===== config.mk =====
export PLATFORM = sky130hd
export DESIGN_NAME = freq_gate_timebase
export DESIGN_NICKNAME = d
export VERILOG_FILES = /design/src/rtl/fgt_pkg.sv /design/src/rtl/fgt_div_chain.sv /design/src/rtl/fgt_gate_ctrl.sv /design/src/rtl/fgt_sync_edge.sv /design/src/rtl/fgt_bcd_count.sv /design/src/rtl/freq_gate_timebase.sv
export SDC_FILE = /design/constraint.sdc
export NUM_CORES = 1
export LEC_CHECK = 0
export ABC_CLOCK_PERIOD_IN_PS = 1900
export BUFFER_PORTS_ARGS = -buffer_cell sky130_fd_sc_hd__buf_4
export CAP_MARGIN = 15
export CORE_ASPECT_RATIO = 1.25
export CORE_MARGIN = 5
export CORE_UTILIZATION = 50
export DETAILED_ROUTE_END_ITERATION = 8
export PLACE_DENSITY = 0.76
export SLEW_MARGIN = 20
export SYNTH_ARGS = -nofsm -noshare
export SYNTH_HDL_FRONTEND = slang
export SYNTH_SLANG_ARGS = --single-unit

===== constraint.sdc =====
create_clock -name clk -period 1.9 [get_ports clk]
set_input_delay 0.19 -clock clk [delete_from_list [all_inputs] [get_ports clk]]
set_output_delay 0.19 -clock clk [all_outputs]
set_load 0.1 [all_outputs]

===== src/rtl/fgt_pkg.sv =====
// Shared constants and types for the frequency counter gate timebase.
// Assumes decimal digits held in four-bit BCD fields.
package fgt_pkg;

    localparam int BCD_W   = 4;
    localparam int BCD_MAX = 9;

    typedef logic [BCD_W-1:0] bcd_digit_t;

    // True when a BCD digit is at its top value
    function automatic logic bcd_at_top(input bcd_digit_t d);
        return d == bcd_digit_t'(BCD_MAX);
    endfunction

    // Next value of a BCD digit, wrapping 9 -> 0
    function automatic bcd_digit_t bcd_next(input bcd_digit_t d);
        return bcd_at_top(d) ? '0 : d + bcd_digit_t'(1);
    endfunction

endpackage


===== src/rtl/fgt_div_chain.sv =====
// Chain of modulo-BASE dividers driven by a single-cycle input tick.
// tap_o[k] pulses in the cycle when stages 0..k all wrap together, i.e.
// once every BASE^(k+1) input ticks. restart zeroes every stage.
// Assumes tick_in is a single-cycle pulse synchronous to clk.
module fgt_div_chain #(
    parameter int N_STAGES = 3,
    parameter int BASE     = 10
) (
    input  logic                clk,
    input  logic                rst_n,
    input  logic                restart,
    input  logic                tick_in,
    output logic [N_STAGES-1:0] tap_o
);

    localparam int CW = (BASE > 1) ? $clog2(BASE) : 1;
    localparam logic [CW-1:0] TOP = CW'(BASE - 1);

    logic [N_STAGES:0] carry;

    assign carry[0] = tick_in;

    for (genvar g = 0; g < N_STAGES; g++) begin : g_stage
        logic [CW-1:0] cnt;

        // Advance this stage on each carry from below, wrapping at BASE
        always_ff @(posedge clk) begin
            if (!rst_n) begin
                cnt <= '0;
            end else if (restart) begin
                cnt <= '0;
            end else if (carry[g]) begin
                cnt <= (cnt == TOP) ? '0 : cnt + CW'(1);
            end
        end

        // Pass a carry upward when this stage wraps
        assign carry[g+1] = carry[g] && (cnt == TOP);
    end

    assign tap_o = carry[N_STAGES:1];

endmodule


===== src/rtl/fgt_gate_ctrl.sv =====
// Gate former: registers the range code, restarts the timebase on any
// range change, toggles the gate on the selected divider tap, and derives
// single-cycle pulses for the gate's rising and falling edges.
// Assumes tap_i[k] is the tap for range code k+1; code 0 parks the gate.
module fgt_gate_ctrl #(
    parameter int N_STAGES = 3,
    parameter int RW       = 2
) (
    input  logic                clk,
    input  logic                rst_n,
    input  logic [RW-1:0]       range_sel,
    input  logic [N_STAGES-1:0] tap_i,
    output logic [RW-1:0]       range_q,
    output logic                restart,
    output logic                gate,
    output logic                rise_p,
    output logic                fall_p
);

    logic sel_tick;
    logic gate_d;

    // Hold the range code seen last cycle
    always_ff @(posedge clk) begin
        if (!rst_n) begin
            range_q <= '0;
        end else begin
            range_q <= range_sel;
        end
    end

    // Any change of range restarts the dividers and the gate
    assign restart = (range_sel != range_q);

    // Pick the divider tap that belongs to the registered range
    always_comb begin
        sel_tick = 1'b0;
        for (int k = 0; k < N_STAGES; k++) begin
            if (range_q == RW'(k + 1)) begin
                sel_tick = tap_i[k];
            end
        end
    end

    // Divide-by-two toggle stage producing the gate
    always_ff @(posedge clk) begin
        if (!rst_n) begin
            gate <= 1'b0;
        end else if (restart || (range_q == '0)) begin
            gate <= 1'b0;
        end else if (sel_tick) begin
            gate <= ~gate;
        end
    end

    // Delayed gate for edge pulses
    always_ff @(posedge clk) begin
        if (!rst_n) begin
            gate_d <= 1'b0;
        end else begin
            gate_d <= gate;
        end
    end

    assign rise_p = gate & ~gate_d;
    assign fall_p = ~gate & gate_d;

endmodule


===== src/rtl/fgt_sync_edge.sv =====
// Brings an asynchronous signal into the clk domain through STAGES flops
// and flags each rising edge with a single-cycle pulse.
// Assumes STAGES >= 2 for metastability settling.
module fgt_sync_edge #(
    parameter int STAGES = 2
) (
    input  logic clk,
    input  logic rst_n,
    input  logic async_i,
    output logic rise_o
);

    logic [STAGES:0] sh;

    // Shift the input through the synchronizer and one history flop
    always_ff @(posedge clk) begin
        if (!rst_n) begin
            sh <= '0;
        end else begin
            sh <= {sh[STAGES-1:0], async_i};
        end
    end

    assign rise_o = sh[STAGES-1] & ~sh[STAGES];

endmodule


===== src/rtl/fgt_bcd_count.sv =====
// Multi-digit BCD event counter. clr starts a new window and counts a
// coincident event as the first one; at all-nines a further event holds
// the value and sets the overflow flag.
// Assumes clr and inc are synchronous single-cycle qualifiers.
module fgt_bcd_count
    import fgt_pkg::*;
#(
    parameter int N_DIGITS = 4
) (
    input  logic                      clk,
    input  logic                      rst_n,
    input  logic                      clr,
    input  logic                      inc,
    output logic [N_DIGITS*BCD_W-1:0] count_o,
    output logic                      ovf_o
);

    bcd_digit_t        dig [N_DIGITS];
    logic [N_DIGITS:0] lower_top;
    logic              full;

    assign lower_top[0] = 1'b1;
    assign full         = lower_top[N_DIGITS];

    for (genvar g = 0; g < N_DIGITS; g++) begin : g_digit
        localparam bit IS_LSD = (g == 0);

        // Digit g may step only when every lower digit is at 9
        assign lower_top[g+1] = lower_top[g] && bcd_at_top(dig[g]);

        // Clear, step or hold this digit
        always_ff @(posedge clk) begin
            if (!rst_n) begin
                dig[g] <= '0;
            end else if (clr) begin
                dig[g] <= (IS_LSD && inc) ? bcd_digit_t'(1) : '0;
            end else if (inc && !full && lower_top[g]) begin
                dig[g] <= bcd_next(dig[g]);
            end
        end

        assign count_o[g*BCD_W +: BCD_W] = dig[g];
    end

    // Sticky overflow within one window
    always_ff @(posedge clk) begin
        if (!rst_n) begin
            ovf_o <= 1'b0;
        end else if (clr) begin
            ovf_o <= 1'b0;
        end else if (inc && full) begin
            ovf_o <= 1'b1;
        end
    end

endmodule


===== src/rtl/freq_gate_timebase.sv =====
// Top of the frequency counter gate timebase. Divides the reference tick
// through a decade chain, forms a gate one selected period long, counts
// synchronized input edges inside it, latches the result when the gate
// closes and points the decimal point for the range.
// Assumes ref_tick is a single-cycle pulse and sig_in is asynchronous.
module freq_gate_timebase #(
    parameter int N_DIGITS    = 4,
    parameter int N_DIV       = 3,
    parameter int DIV_BASE    = 10,
    parameter int SYNC_STAGES = 2,
    parameter int RW          = $clog2(N_DIV + 1),
    parameter int CNT_W       = N_DIGITS * fgt_pkg::BCD_W
) (
    input  logic             clk,
    input  logic             rst_n,
    input  logic             ref_tick,
    input  logic             sig_in,
    input  logic [RW-1:0]    range_sel,
    output logic             gate,
    output logic [CNT_W-1:0] count_bcd,
    output logic             count_ovf,
    output logic [CNT_W-1:0] disp_bcd,
    output logic             disp_ovf,
    output logic [N_DIGITS-1:0] dp_sel
);

    // Digit that carries the point for each range code
    localparam int DP_R1 = N_DIGITS - 2;
    localparam int DP_R2 = N_DIGITS - 1;
    localparam int DP_R3 = N_DIGITS - 3;

    logic [N_DIV-1:0] taps;
    logic [RW-1:0]    range_q;
    logic             restart;
    logic             rise_p;
    logic             fall_p;
    logic             sig_rise;
    logic             count_inc;

    fgt_div_chain #(
        .N_STAGES (N_DIV),
        .BASE     (DIV_BASE)
    ) u_div (
        .clk     (clk),
        .rst_n   (rst_n),
        .restart (restart),
        .tick_in (ref_tick),
        .tap_o   (taps)
    );

    fgt_gate_ctrl #(
        .N_STAGES (N_DIV),
        .RW       (RW)
    ) u_gate (
        .clk       (clk),
        .rst_n     (rst_n),
        .range_sel (range_sel),
        .tap_i     (taps),
        .range_q   (range_q),
        .restart   (restart),
        .gate      (gate),
        .rise_p    (rise_p),
        .fall_p    (fall_p)
    );

    fgt_sync_edge #(
        .STAGES (SYNC_STAGES)
    ) u_sync (
        .clk     (clk),
        .rst_n   (rst_n),
        .async_i (sig_in),
        .rise_o  (sig_rise)
    );

    assign count_inc = gate & sig_rise;

    fgt_bcd_count #(
        .N_DIGITS (N_DIGITS)
    ) u_cnt (
        .clk     (clk),
        .rst_n   (rst_n),
        .clr     (rise_p),
        .inc     (count_inc),
        .count_o (count_bcd),
        .ovf_o   (count_ovf)
    );

    // Capture the finished window when the gate closes
    always_ff @(posedge clk) begin
        if (!rst_n) begin
            disp_bcd <= '0;
            disp_ovf <= 1'b0;
        end else if (fall_p) begin
            disp_bcd <= count_bcd;
            disp_ovf <= count_ovf;
        end
    end

    // Place the decimal point from the registered range
    always_comb begin
        dp_sel = '0;
        case (int'(range_q))
            1:       dp_sel[DP_R1] = 1'b1;
            2:       dp_sel[DP_R2] = 1'b1;
            3:       dp_sel[DP_R3] = 1'b1;
            default: dp_sel = '0;
        endcase
    end

endmodule


# --- After elaboration in Yosys (flattened, before gate mapping) ---
# Memories as Yosys holds them, arrays and structs flattened.
# Cells that the tools add are included.
word_totals:
  latch_bits: 0
  romBits: 0
  input_bits: 6
  ff_bits: 37
  output_inout_bits: 39
  ram_bits: 16
  memories: 1
mem_list:
  columns: ["memory", "words", "word_bits", "read_ports", "rd_ports_with_merged_regs", "write_ports", "line", "source"]
  rows:
  - ["u_cnt.dig", 4, 4, 4, 0, 4, "fgt_bcd_count.sv:18", "bcd_digit_t dig [N_DIGITS];"]
op_classes:
  n_reduce_logical: 17
  n_div: 0
  muxes: 42
  bitwise: 16
  n_mul: 0
  n_lt_le_gt_ge: 0
  eq_ne: 11
  shifts: 0
  n_addsub: 7
op_table:
  columns: ["op", "count"]
  rows:
  - ["2-to-1 mux 4 bit", 15]
  - ["adder 4 x 1 -> 4 bit (second input constant)", 7]
  - ["equality test 4 bit (second input constant)", 7]
  - ["2-to-1 mux 1 bit", 27]
  - ["logical AND 1 bit", 11]
  - ["bitwise OR 1 bit", 8]
  - ["OR reduction 2 bit", 3]
  - ["bitwise AND 1 bit", 4]
  - ["equality test 2 bit (second input constant)", 2]
  - ["inverter 1 bit", 4]
  - ["equality test 2 x 1 -> 1 bit (second input constant)", 1]
  - ["zero test 2 bit", 1]
  - ["!= test 2 bit", 1]
  - ["zero test 1 bit", 1]
  - ["logical OR 1 bit", 1]

# --- Longest topological paths before layout ---
# Gate-level depths: netlist of the first run.
# An unclocked memory read counts as a cell.
logic_depth:
  word_depth: 13
  mapped_depth: 6

# --- Cells and area by module ---
# Synthesis of the first run repeated with hierarchy kept, for this count alone.
hier_totals:
  hier_cells: 246
  area_unflattened_um2: 2673.8
by_module_without_submodules:
  columns: ["module", "n_inst", "cells_per_inst", "area_each_um2"]
  rows:
  - ["fgt_bcd_count", 1, 91, 1101.1]
  - ["freq_gate_timebase", 1, 60, 688.2]
  - ["fgt_div_chain", 1, 69, 601.8]
  - ["fgt_gate_ctrl", 1, 19, 190.2]
  - ["fgt_sync_edge", 1, 7, 92.6]

# --- Worst setup path after synthesis of the first run ---
# OpenSTA, ideal clock, no wires.
synth_timing:
  path_kind: "register to register"
  from: "memory u_cnt.dig[1][0] (netlist bit)"
  to: "memory u_cnt.dig[2][0] (netlist bit), enable pin"
  period_less_slack_ns: 2.490
  arrival_time_ns: 2.180
  path_stages_with_launch: 6
  required_time_ns: 1.590
  setup_ns: 0.310
  setup_slack_ns: -0.590
  path_cell_list: "edfxtp_1 ha_1 nand3b_4 or3_1 nor2b_1 o21ai_0"
synth_lines:
  columns: ["element", "line"]
  rows:
  - ["start, declared", "fgt_bcd_count.sv:18"]

==> key figures, run 1 <==
Worst setup path
  – WP buf/inv: 1
  – Worst R2R Start: u_cnt.dig[2][1]$_SDFFCE_PP0P_
  – Worst setup SP type: register
  – CP Launch Point: u_cnt.dig[2][1]$_SDFFCE_PP0P_
  – CP max stage delay: 0.40 ns
  – Critical Path RT: 1.87 ns
  – Slowest CP cell: o31ai_2
  – RR Endpoint: u_cnt.dig[3][3]$_SDFFCE_PP0P_
  – Reg2Reg Depth: 5
  – R2R setup slack: roughly 0.19 ns
  – WS Path Type: register to register
  – Largest fanout on the critical path: 4
  – Cell Chain, Critical Path: inv_1 > ha_2 > and3b_1 > nand2_1 > o31ai_2
  – Instance count on the critical path: 5
  – Family with the most delay on the worst path: compound AO/OA/AOI/OAI gates
  – CP Data Arrival Time: 1.68 ns
  – CP Capture Type: register

Clock network
  – H-tree levels: 2
  – Clk slew on worst S/H paths: 0.09 ns
  – Setup Buffers After CTS: 0
  – Post_cts resized: 0
  – Clock latency on the worst-skew pair: 0.30 ns
  – CTS tree: done
  – Clk root buf: clkbuf_8
  – Bufs on Longest Clock Path: 2
  – Total CTS buffers: 5
  – Num Clock Sinks: 53
  – Hold-fix buffers at CTS: 0

Drt
  – DRT iter0 DRCs: 53
  – WL per Instance: between 10 and 15 µm
  – Via count: 1894
  – Vias/cell: 5.09
  – Final ANT Viol Nets: 0
  – Pre-antenna DRT Iters: 4
  – Drt drc: 0
  – WL final: 4960 µm

Synth
  – Ys Warns: 0
  – Post-synthesis area per instance: 9.61 µm²
  – Cell with the most instances after synthesis: nand2_1
  – Synth area leaders: dfxtp_1, edfxtp_1, nand2_1
  – Mapped cell area: between 0.002 and 0.0025 mm²
  – Seq cells post-synth: 53
  – Most frequent cells after synthesis: nand2_1, dfxtp_1, nor2_1, a21boi_0, edfxtp_1
  – Leading area contributor after synthesis: dfxtp_1
  – Post-Synthesis Cells: approximately 260
  – Asr flop ratio synth: 0%
  – Yosys cell types: 42
  – Number of flops mapped to enable cells by yosys: 16
  – Net Count, Synth: 272
  – Register area share after synthesis: 49.2%
  – Yosys top cell area share: ~30%
  – Commonest register cell after synthesis: dfxtp_1

Timing
  – Crit share post-route: 90.0%
  – Fmax: just under 600 MHz
  – Final clock skew: 0.00717 ns
  – Setup Viol. Count Final: 0
  – Final Hold Viols: 0
  – Slew Viols, Final: 0
  – RSZ-0062 raised after global routing: no
  – Final Critical Period: 1.71 ns

Placed design
  – Post-DP HPWL: 3760 µm
  – I/O Buffers: 43
  – Placed cells: 364
  – Final Wtd Congestion: 0.746

Floorplanning
  – Die ar.: 0.00648 mm²
  – Core ar.: 0.00476 mm²
  – Die Wd: 73.0 µm
  – Rows: 28
  – I/O pin cnt: 45
  – Die height: roughly 89 µm
  – Starting density of the core: 52.0%

Cells and area
  – NumNets Final: 325
  – Final Core Density: approximately 64%
  – Proportion of layout cells with a drive suffix above 1: around a quarter
  – Non-Filler Instances: 372
  – Area growth syn-to-layout: 22.7%
  – Antenna Cells: 0

Power and ir drop
  – Post-route total power: 2.13 mW
  – Peak supply drop: slightly above 0.5 mV
  – Lkg Pwr: 1.19 nW
  – Cell Pwr Density: 700 mW/mm²

Hold path
  – Hold path startpoint: sig_in
  – Hold path depth: 2
  – Worst Hold Class: input pin to register
  – Worst Hold Endpoint: u_sync.sh[0]$_SDFF_PN0_

Global routing
  – Initial antenna violation count: 0
  – First-pass GRT wire length: 8650 µm
  – Total Routing Usage GR: 16.7%
  – Pin count of the biggest net entering global routing: 27
  – Remaining Overflow, GRT: 0
  – Vias in the first global route: roughly 2000

Run status
  – Status: finished clean

Job
  – Max Cap Viol: 0
## where the power goes
part           internal, mW  total [mW]  leakage (nW)  switching [mW]
logic                0.0823       0.305         0.695           0.223
clock network         0.262       0.613        0.0428           0.350
registers              1.19        1.21         0.452          0.0248
## stage by stage
stage / setup slack [ns] / setup TNS (ns) / hold WS, ns / area, µm²
final: 0.190 / 0 / 0.0938 / 3040
after global routing: 0.0348 / 0 / 0.0792 / 3040
after CTS: 0.174 / 0 / 0.0850 / 3040
after detailed placement: 0.191 / 0 / 0.405 / 2960
after global placement: 0.195 / 0 / 0.400 / 2960
after floorplan: -0.496 / -10.40 / 0.317 / 2520
## worst reg2reg max path, cell delays in order (launching register included)
cell and delay (ns):
edfxtp_1 0.39, inv_1 0.07, ha_2 0.17, and3b_1 0.23
nand2_1 0.12, o31ai_2 0.41
## worst max path at each step
stage,to
floorplan,u_cnt.dig[1][0]$_SDFFCE_PP0P_
CTS,u_cnt.dig[3][1]$_SDFFCE_PP0P_
global route,u_cnt.dig[3][3]$_SDFFCE_PP0P_
finish,u_cnt.dig[3][3]$_SDFFCE_PP0P_
detailed placement,u_cnt.dig[3][1]$_SDFFCE_PP0P_
global placement,u_cnt.dig[3][0]$_SDFFCE_PP0P_
## area by class of cell
class / instances / area [µm²]
clock inverter: 1 / 6.26
multi-input combinational: 189 / 1220
sequential: 53 / 1220
timing repair buffer: 55 / 413
clock buffer: 7 / 76.3
fill: 425 / 1720
tap: 60 / 75.1
inverter: 7 / 26.3
## kinds of logic (layout without fill, tap and decap cells)
| family | count (synthesis) | after routing | synth area share [%] |
|---|---|---|---|
| AOI/OAI and AO/OA | 37 | 37 | 9.99 |
| xor gates and xnor gates | 16 | 16 | 5.65 |
| adders and majority gates | 8 | 8 | 4.04 |
| buffers and inverters | 16 | 70 | 3.18 |
| DFF | 53 | 53 | 49.2 |
| muxes | 2 | 2 | 0.807 |
| other | 1 | 1 | 0.151 |
| and+or+nand+nor | 125 | 125 | 26.9 |
## sequential cells by signal (all words and copies together) (netlist names)
| name | flops |
|---|---|
| u_div.g_stage.cnt | 12 |
| u_sync.sh | 3 |
| u_gate.gate_d | 1 |
| disp_bcd | 16 |
| u_gate.gate | 1 |
| disp_ovf | 1 |
| u_cnt.dig | 16 |
| u_gate.range_q | 2 |
| u_cnt.ovf_o | 1 |
## layer usage
metal / global-route usage (%) / share of wire, %
met2: 29.2 / 52
met3: 3.98 / 3.3
met5: 0 / 0
met1: 20.7 / 43
met4: 4.03 / 0.91
## cell usage in the layout, fill, tap and decap left out, types with 3 or more instances in the layout
cell       instances
nor2_1            26
and3b_1            3
a21boi_0          18
clkbuf_8           5
inv_1              7
nor2b_1            5
edfxtp_1          16
ha_1               6
o21ai_0            5
buf_4             55
nand2_1           46
and4b_1            3
a21oi_1            6
nand4bb_1          3
xor2_1             6
xnor2_1           10
and2_1             9
nand3_1            8
dfxtp_1           36
Power figures use the tool's default switching activity.
==> run 2: changes to the inputs <==
--- a/config.mk
+++ b/config.mk
@@ -9,3 +9,3 @@
 export BUFFER_PORTS_ARGS = -buffer_cell sky130_fd_sc_hd__buf_4
-export CAP_MARGIN = 15
+export CAP_MARGIN = 0
 export CORE_ASPECT_RATIO = 1.25
@@ -14,3 +14,3 @@
 export DETAILED_ROUTE_END_ITERATION = 8
-export PLACE_DENSITY = 0.76
+export PLACE_DENSITY = 0.75
 export SLEW_MARGIN = 20
@@ -18,2 +18,3 @@
 export SYNTH_HDL_FRONTEND = slang
+export SYNTH_HIERARCHICAL = 1
 export SYNTH_SLANG_ARGS = --single-unit
==> constraint.sdc (replaced) <==
create_clock -name clk -period 1.9 [get_ports clk]
set_input_delay 0.095 -clock clk [delete_from_list [all_inputs] [get_ports clk]]
set_output_delay 0.095 -clock clk [all_outputs]
set_load 0.1 [all_outputs]
==> run 2 against run 1 <==
Compared with the run above: synthesized cell count shrank 4.7%; global-route usage is 1.7 points lower; flip-flop and latch count stayed put; total power shrank 2.5%; worst setup slack gained 0.068 ns; first-iteration DRC count decreased by 13%; critical path depth is the same; count of clock-buffer cells in the layout decreased by 1; fmax up 4.1%; sequential power about the same; worst hold slack got worse by 0.079 ns; critical endpoint is now u_cnt/dig[3][2]$_SDFFCE_PP0P_.
==> key figures, run 2 <==
Hold path
  – Worst Hold Class: input pin to register
  – Hold path startpoint: range_sel[1]

Power and ir drop
  – Clock share of power: 30.2% (+1.4 points)
  – Int Power: 1.51 mW (-1.4%)
  – Lkg Pwr: 1.23 nW (+3.7%)
  – Switch Pwr: 0.566 mW (-5.4%)
  – Post-route total power: 2.07 mW (-2.5%)
  – Cell Pwr Density: 647 mW/mm² (-7.5%)
  – Combinational power share: 11.7% (-2.6 points)
  – Sw Ratio: 27.3% (-0.84 points)
  – Peak supply drop: 0.337 mV (-35%)
  – Reg power frac: 58.2% (+1.3 points)

Synth
  – Yosys cell types: 54 (+29%)
  – Most frequent cells after synthesis: dfxtp_1, nor2b_1, mux2i_1, edfxtp_1, nor2_1
  – Seq cells post-synth: 53 (unchanged)
  – Yosys top cell area share: 27.7% (-2.2 points)
  – Commonest register cell after synthesis: dfxtp_1
  – Post-Synthesis Cells: 246 (-4.7%)
  – Post-synthesis area per instance: 10.9 µm² (+13%)
  – Synth area leaders: dfxtp_1, edfxtp_1, mux2i_1
  – Register area share after synthesis: 45.7% (-3.6 points)
  – Ys Warns: 6 (+6)
  – Net Count, Synth: 260 (-4.4%)
  – Number of flops mapped to enable cells by yosys: 16 (unchanged)
  – Mapped cell area: 0.00267 mm² (+7.8%)
  – Leading area contributor after synthesis: dfxtp_1
  – Cell with the most instances after synthesis: dfxtp_1
  – Asr flop ratio synth: 0% (unchanged)

Floorplanning
  – Rows: 29 (+3.6%)
  – Die height: 91.8 µm (+3.4%)
  – Core ar.: 0.00515 mm² (+8.1%)
  – Die ar.: 0.00692 mm² (+6.8%)
  – Die Wd: 75.4 µm (+3.3%)
  – Starting density of the core: 51.9% (-0.15 points)
  – I/O pin cnt: 45 (unchanged)

Cells and area
  – NumNets Final: 308 (-5.2%)
  – Commonest cells after routing, fill and taps aside: buf_4, dfxtp_1, nor2b_1
  – Area growth syn-to-layout: 19.8%
  – Non-Filler Instances: 357 (-4.0%)
  – Antenna Cells: 0 (unchanged)
  – Commonest non-fill, non-tap cell in the layout: buf_4
  – Proportion of layout cells with a drive suffix above 1: 28.8% (+3.5 points)
  – Final Core Density: 62.2% (-1.6 points)
  – Multi-input logic area: 0.00142 mm² (+16%)
  – Storage element area: 0.00122 mm² (unchanged)
  – Final Cell Area: 0.00320 mm² (+5.3%)
  – Largest regs: disp_bcd x16, u_cnt/dig x16, u_div/g_stage.cnt x12
  – Fillcell total: 440 (+3.5%)

Clock network
  – H-tree levels: 2 (unchanged)
  – Clk slew on worst S/H paths: 0.10 ns (about the same)
  – Total CTS buffers: 5 (unchanged)
  – Hold-fix buffers at CTS: 2 (+2)
  – Clock latency on the worst-skew pair: 0.30 ns (about the same)
  – Setup Buffers After CTS: 0 (unchanged)
  – Bufs on Longest Clock Path: 2 (unchanged)
  – Num Clock Sinks: 53 (unchanged)
  – CTS tree: done
  – Post_cts resized: 0 (unchanged)
  – Clk root buf: clkbuf_8

Worst setup path
  – WS Path Type: register to register
  – Worst setup SP type: register
  – Largest fanout on the critical path: 5 (+1)
  – Critical Path RT: 1.90 ns (+0.03 ns)
  – R2R setup slack: 0.26 ns (+0.07 ns)
  – Worst R2R Start: u_cnt/dig[2][1]$_SDFFCE_PP0P_
  – CP Data Arrival Time: 1.64 ns (-0.04 ns)
  – CP Capture Type: register
  – CP Launch Point: u_cnt/dig[2][1]$_SDFFCE_PP0P_

Timing
  – TNS Setup: 0 ns (unchanged)
  – Final Hold Viols: 0 (unchanged)
  – RSZ-0062 raised after global routing: no
  – Fmax: 609 MHz (+4.1%)
  – Final Critical Period: 1.64 ns (-0.0681 ns)
  – Slew Viols, Final: 0 (unchanged)
  – Crit share post-route: 86.4% (-3.6 points)
  – Setup Viol. Count Final: 0 (unchanged)
  – Final clock skew: 0.00731 ns (+0.000133 ns)

Global routing
  – Initial antenna violation count: 0 (unchanged)
  – Vias in the first global route: 1795 (-8.5%)
  – First-pass GRT wire length: 8270 µm (-4.3%)
  – Pin count of the biggest net entering global routing: 30 (+11%)
  – Remaining Overflow, GRT: 0 (unchanged)
  – Total Routing Usage GR: 15.0% (-1.7 points)

Drt
  – Via count: 1889 (-0.26%)
  – Drt drc: 0 (unchanged)
  – Final ANT Viol Nets: 0 (unchanged)
  – Pre-antenna DRT Iters: 4 (unchanged)
  – WL final: 4970 µm (+0.30%)
  – Vias/cell: 5.29 (+3.9%)
  – DRT iter0 DRCs: 46 (-13%)
  – WL per Instance: 13.9 µm (+4.5%)

Run status
  – Status: finished clean

Placed design
  – Final Wtd Congestion: 0.731 (-2.0%)
  – Placed inst area: 0.00310 mm² (+4.7%)
  – I/O Buffers: 43 (unchanged)
  – Post-DP HPWL: 3680 µm (-2.2%)
  – Placed cells: 347 (-4.7%)

Job
  – Max Cap Viol: 0 (unchanged)
run 2: final cells by class:
cell class,instances,share of cell area [%]
multi-input combinational,178,44.4
sequential,53,38.1
timing repair buffer,48,11.4
tap,62,2.42
clock buffer,6,2.26
inverter,8,0.937
clock inverter,2,0.469
run 2: through the flow:
| step | worst slack (ns) | hold slack, ns |
|---|---|---|
| after floorplan | -0.371 | 0.217 |
| after global placement | 0.276 | 0.298 |
| after detailed placement | 0.257 | 0.305 |
| after CTS | 0.246 | 0.00293 |
| after global routing | 0.0967 | 0.00613 |
| final | 0.258 | 0.0150 |
run 2: kinds of logic after synthesis:
family / Yosys count / synth area share [%]
adders and majority gates: 8 / 3.74
other: 1 / 0.140
DFF: 53 / 45.7
and+or+nand+nor: 108 / 28.1
xor gates and xnor gates: 12 / 3.93
muxes: 20 / 7.49
buffers and inverters: 15 / 3.56
AOI/OAI and AO/OA: 29 / 7.35
run 2: path summary, 6_finish.rpt:
kind | end | depth (start not counted)
worst max-delay path | u_cnt/dig[3][2]$_SDFFCE_PP0P_ | 5
worst min-delay path | u_gate/range_q[1]$_SDFF_PN0_ | 2
worst max register to register | u_cnt/dig[3][2]$_SDFFCE_PP0P_ | 5
worst min register to register | u_sync/sh[1]$_SDFF_PN0_ | 1
run 2: worst max-delay path, stage by stage (launching register included):
cell and delay [ns]:
edfxtp_1 0.46, inv_1 0.09, ha_2 0.19, nand3b_4 0.13, o21bai_4 0.25, o21ai_4 0.23
run 2: routing by layer:
metal  vias up  GRT usage [%]  wire [µm]
li1        953              -          -
met1       901           17.9       2140
met2        31           26.1       2600
met3         4           2.84        191
met4         0           5.39         50
met5         -              0          0
run 2: power groups by stage:
stage / Combinational (mW) / Clock [mW] / Sequential (mW)
2_1_floorplan: 0.105 / 0 / 1.31
3_3_place_gp: 0.238 / 0 / 1.23
3_5_place_dp: 0.239 / 0 / 1.23
4_1_cts: 0.244 / 0.648 / 1.21
5_1_grt: 0.255 / 0.703 / 1.21
6_report: 0.242 / 0.626 / 1.21
==> run 3: changes to the inputs <==
- ABC_CLOCK_PERIOD_IN_PS: 1900 -> 2000
- MAX_ROUTING_LAYER: default -> met4
- PLACE_DENSITY: 0.75 -> 0.72
- clock period: 1.9 -> 2 ns (I/O delays scaled with it)
==> run 3 against run 2 <==
Compared with the run above: core utilization increased by 1.0 points; combinational power decreased by 4%; die area unchanged; register-to-register slack improved by 0.08 ns; worst hold slack about the same; sequential power decreased by 5%; critical path type unchanged; highest routed layer unchanged; fmax decreased by 1.0%; critical endpoint is now u_cnt/dig[2][3]$_SDFFCE_PP0P_; critical path depth unchanged.
==> key figures, run 3 (synthesis gave the netlist of run 2 again) <==
Clock network
  – Setup Buffers After CTS: 0 (unchanged)
  – Post_cts resized: 0 (unchanged)
  – Clock latency on the worst-skew pair: 0.31 ns (about the same)
  – Bufs on Longest Clock Path: 2 (unchanged)
  – Clk slew on worst S/H paths: 0.10 ns (about the same)
  – H-tree levels: 2 (unchanged)
  – Clk root buf: clkbuf_8
  – Num Clock Sinks: 53 (unchanged)
  – Hold-fix buffers at CTS: 2 (unchanged)
  – CTS tree: done
  – Total CTS buffers: 5 (unchanged)

Global routing
  – Remaining Overflow, GRT: 0 (unchanged)
  – Vias in the first global route: 1794 (-0.056%)
  – Initial antenna violation count: 0 (unchanged)
  – Total Routing Usage GR: 15.5% (+0.49 points)
  – First-pass GRT wire length: 8120 µm (-1.8%)
  – Pin count of the biggest net entering global routing: 18 (-40%)

Timing
  – RSZ-0062 raised after global routing: no
  – TNS Setup: 0 ns (unchanged)
  – Final clock skew: 0.00842 ns (+0.00112 ns)
  – Slew Viols, Final: 0 (unchanged)
  – Final Hold Viols: 0 (unchanged)
  – Setup Viol. Count Final: 0 (unchanged)
  – Fmax: 603 MHz (-1.0%)
  – Final Critical Period: 1.66 ns (+0.0172 ns)
  – Crit share post-route: 83.0% (-3.5 points)

Floorplanning
  – Rows: 29 (unchanged)
  – Die height: 91.8 µm (unchanged)
  – Die Wd: 75.4 µm (unchanged)
  – Core ar.: 0.00515 mm² (unchanged)
  – I/O pin cnt: 45 (unchanged)
  – Die ar.: 0.00692 mm² (unchanged)
  – Starting density of the core: 51.9% (unchanged)

Worst setup path
  – CP Data Arrival Time: 1.66 ns (+0.02 ns)
  – Worst R2R Start: u_cnt/dig[1][1]$_SDFFCE_PP0P_
  – Worst setup SP type: register
  – Critical Path RT: 2.00 ns (+0.10 ns)
  – Reg2Reg Depth: 5 (unchanged)
  – CP Launch Point: u_cnt/dig[1][1]$_SDFFCE_PP0P_
  – Largest fanout on the critical path: 6 (+1)
  – WS Path Type: register to register
  – CP Capture Type: register

Drt
  – Pre-antenna DRT Iters: 4 (unchanged)
  – Final ANT Viol Nets: 0 (unchanged)
  – Drt drc: 0 (unchanged)
  – Via count: 1865 (-1.3%)
  – WL per Instance: 13.8 µm (-0.67%)
  – DRT iter0 DRCs: 51 (+11%)
  – Vias/cell: 5.18 (-2.1%)
  – WL final: 4980 µm (+0.16%)

Power and ir drop
  – Lkg Pwr: 1.27 nW (+2.8%)
  – Cell Pwr Density: 656 mW/mm² (+1.3%)
  – Peak supply drop: 0.445 mV (+32%)

Cells and area
  – Commonest cells after routing, fill and taps aside: buf_4, dfxtp_1, nor2b_1
  – Largest regs: disp_bcd x16, u_cnt/dig x16, u_div/g_stage.cnt x12
  – NumNets Final: 311 (+0.97%)
  – Multi-input logic area: 0.00142 mm² (unchanged)
  – Proportion of layout cells with a drive suffix above 1: 29.5% (+0.72 points)
  – Commonest non-fill, non-tap cell in the layout: buf_4
  – Fillcell total: 434 (-1.4%)
  – Storage element area: 0.00122 mm² (-0.10%)
  – Non-Filler Instances: 360 (+0.84%)
  – Antenna Cells: 0 (unchanged)
  – Area growth syn-to-layout: 21.9%

Placed design
  – Final Wtd Congestion: 0.736 (+0.71%)
  – Post-DP HPWL: 3710 µm (+0.93%)
  – Placed cells: 350 (+0.86%)
  – I/O Buffers: 43 (unchanged)

Job
  – Max Cap Viol: 0 (unchanged)

Hold path
  – Hold path startpoint: range_sel[0]
  – Hold path depth: 2 (unchanged)
  – Worst Hold Class: input pin to register

Run status
  – Status: finished clean
run 3: cell count changes in the layout (fill, tap and decap cells not counted), sizes merged:
cell      before  now
buf           46   49
bufinv         0    1
clkinvlp       2    1
run 3: where the power goes:
| part | switching [mW] | total [mW] | internal (mW) |
|---|---|---|---|
| sequential | 0.0253 | 1.15 | 1.12 |
| combinational | 0.165 | 0.232 | 0.0670 |
| clock | 0.352 | 0.759 | 0.407 |
| total | 0.543 | 2.14 | 1.60 |
run 3: path summary, 6_finish.rpt:
| path | to | slack [ns] |
|---|---|---|
| max | u_cnt/dig[2][3]$_SDFFCE_PP0P_ | 0.34 |
| min | u_gate/range_q[0]$_SDFF_PN0_ | 0.01 |
| max reg2reg | u_cnt/dig[2][3]$_SDFFCE_PP0P_ | 0.34 |
| min reg2reg | u_sync/sh[1]$_SDFF_PN0_ | 0.44 |
run 3: area by class of cell:
class | instances | share of cell area [%]
clock buffer | 6 | 2.53
clock inverter | 2 | 1.15
inverter | 8 | 0.922
multi-input combinational | 178 | 43.6
sequential | 53 | 37.5
tap | 62 | 2.38
timing repair buffer | 51 | 11.9
run 3: worst max-delay path, stage by stage (launching register included):
cell and delay [ns]:
edfxtp_1 0.48, inv_2 0.11, ha_4 0.16, and3b_2 0.27, nand3_4 0.11, o21ai_2 0.23
run 3: stage by stage:
step                util (%)  total power, mW  area [µm²]  hold WS, ns  setup WS, ns
finish                  63.2             2.14        3260       0.0149         0.341
global route            63.2             2.23        3260       0.0208         0.203
CTS                     63.2             2.17        3260      0.00369         0.321
detailed placement      60.5             1.40        3120        0.313         0.331
global placement        60.5             1.40        3120        0.304         0.392
floorplan                  -             1.35        2740        0.222        -0.272
run 3: routing by layer:
metal	wire, µm	GRT usage, %	part of all wire, %
met3	189	3.28	3.8
met4	70	5.69	1.4
met2	2670	27.2	54
met5	0	-	0
met1	2050	16.7	41
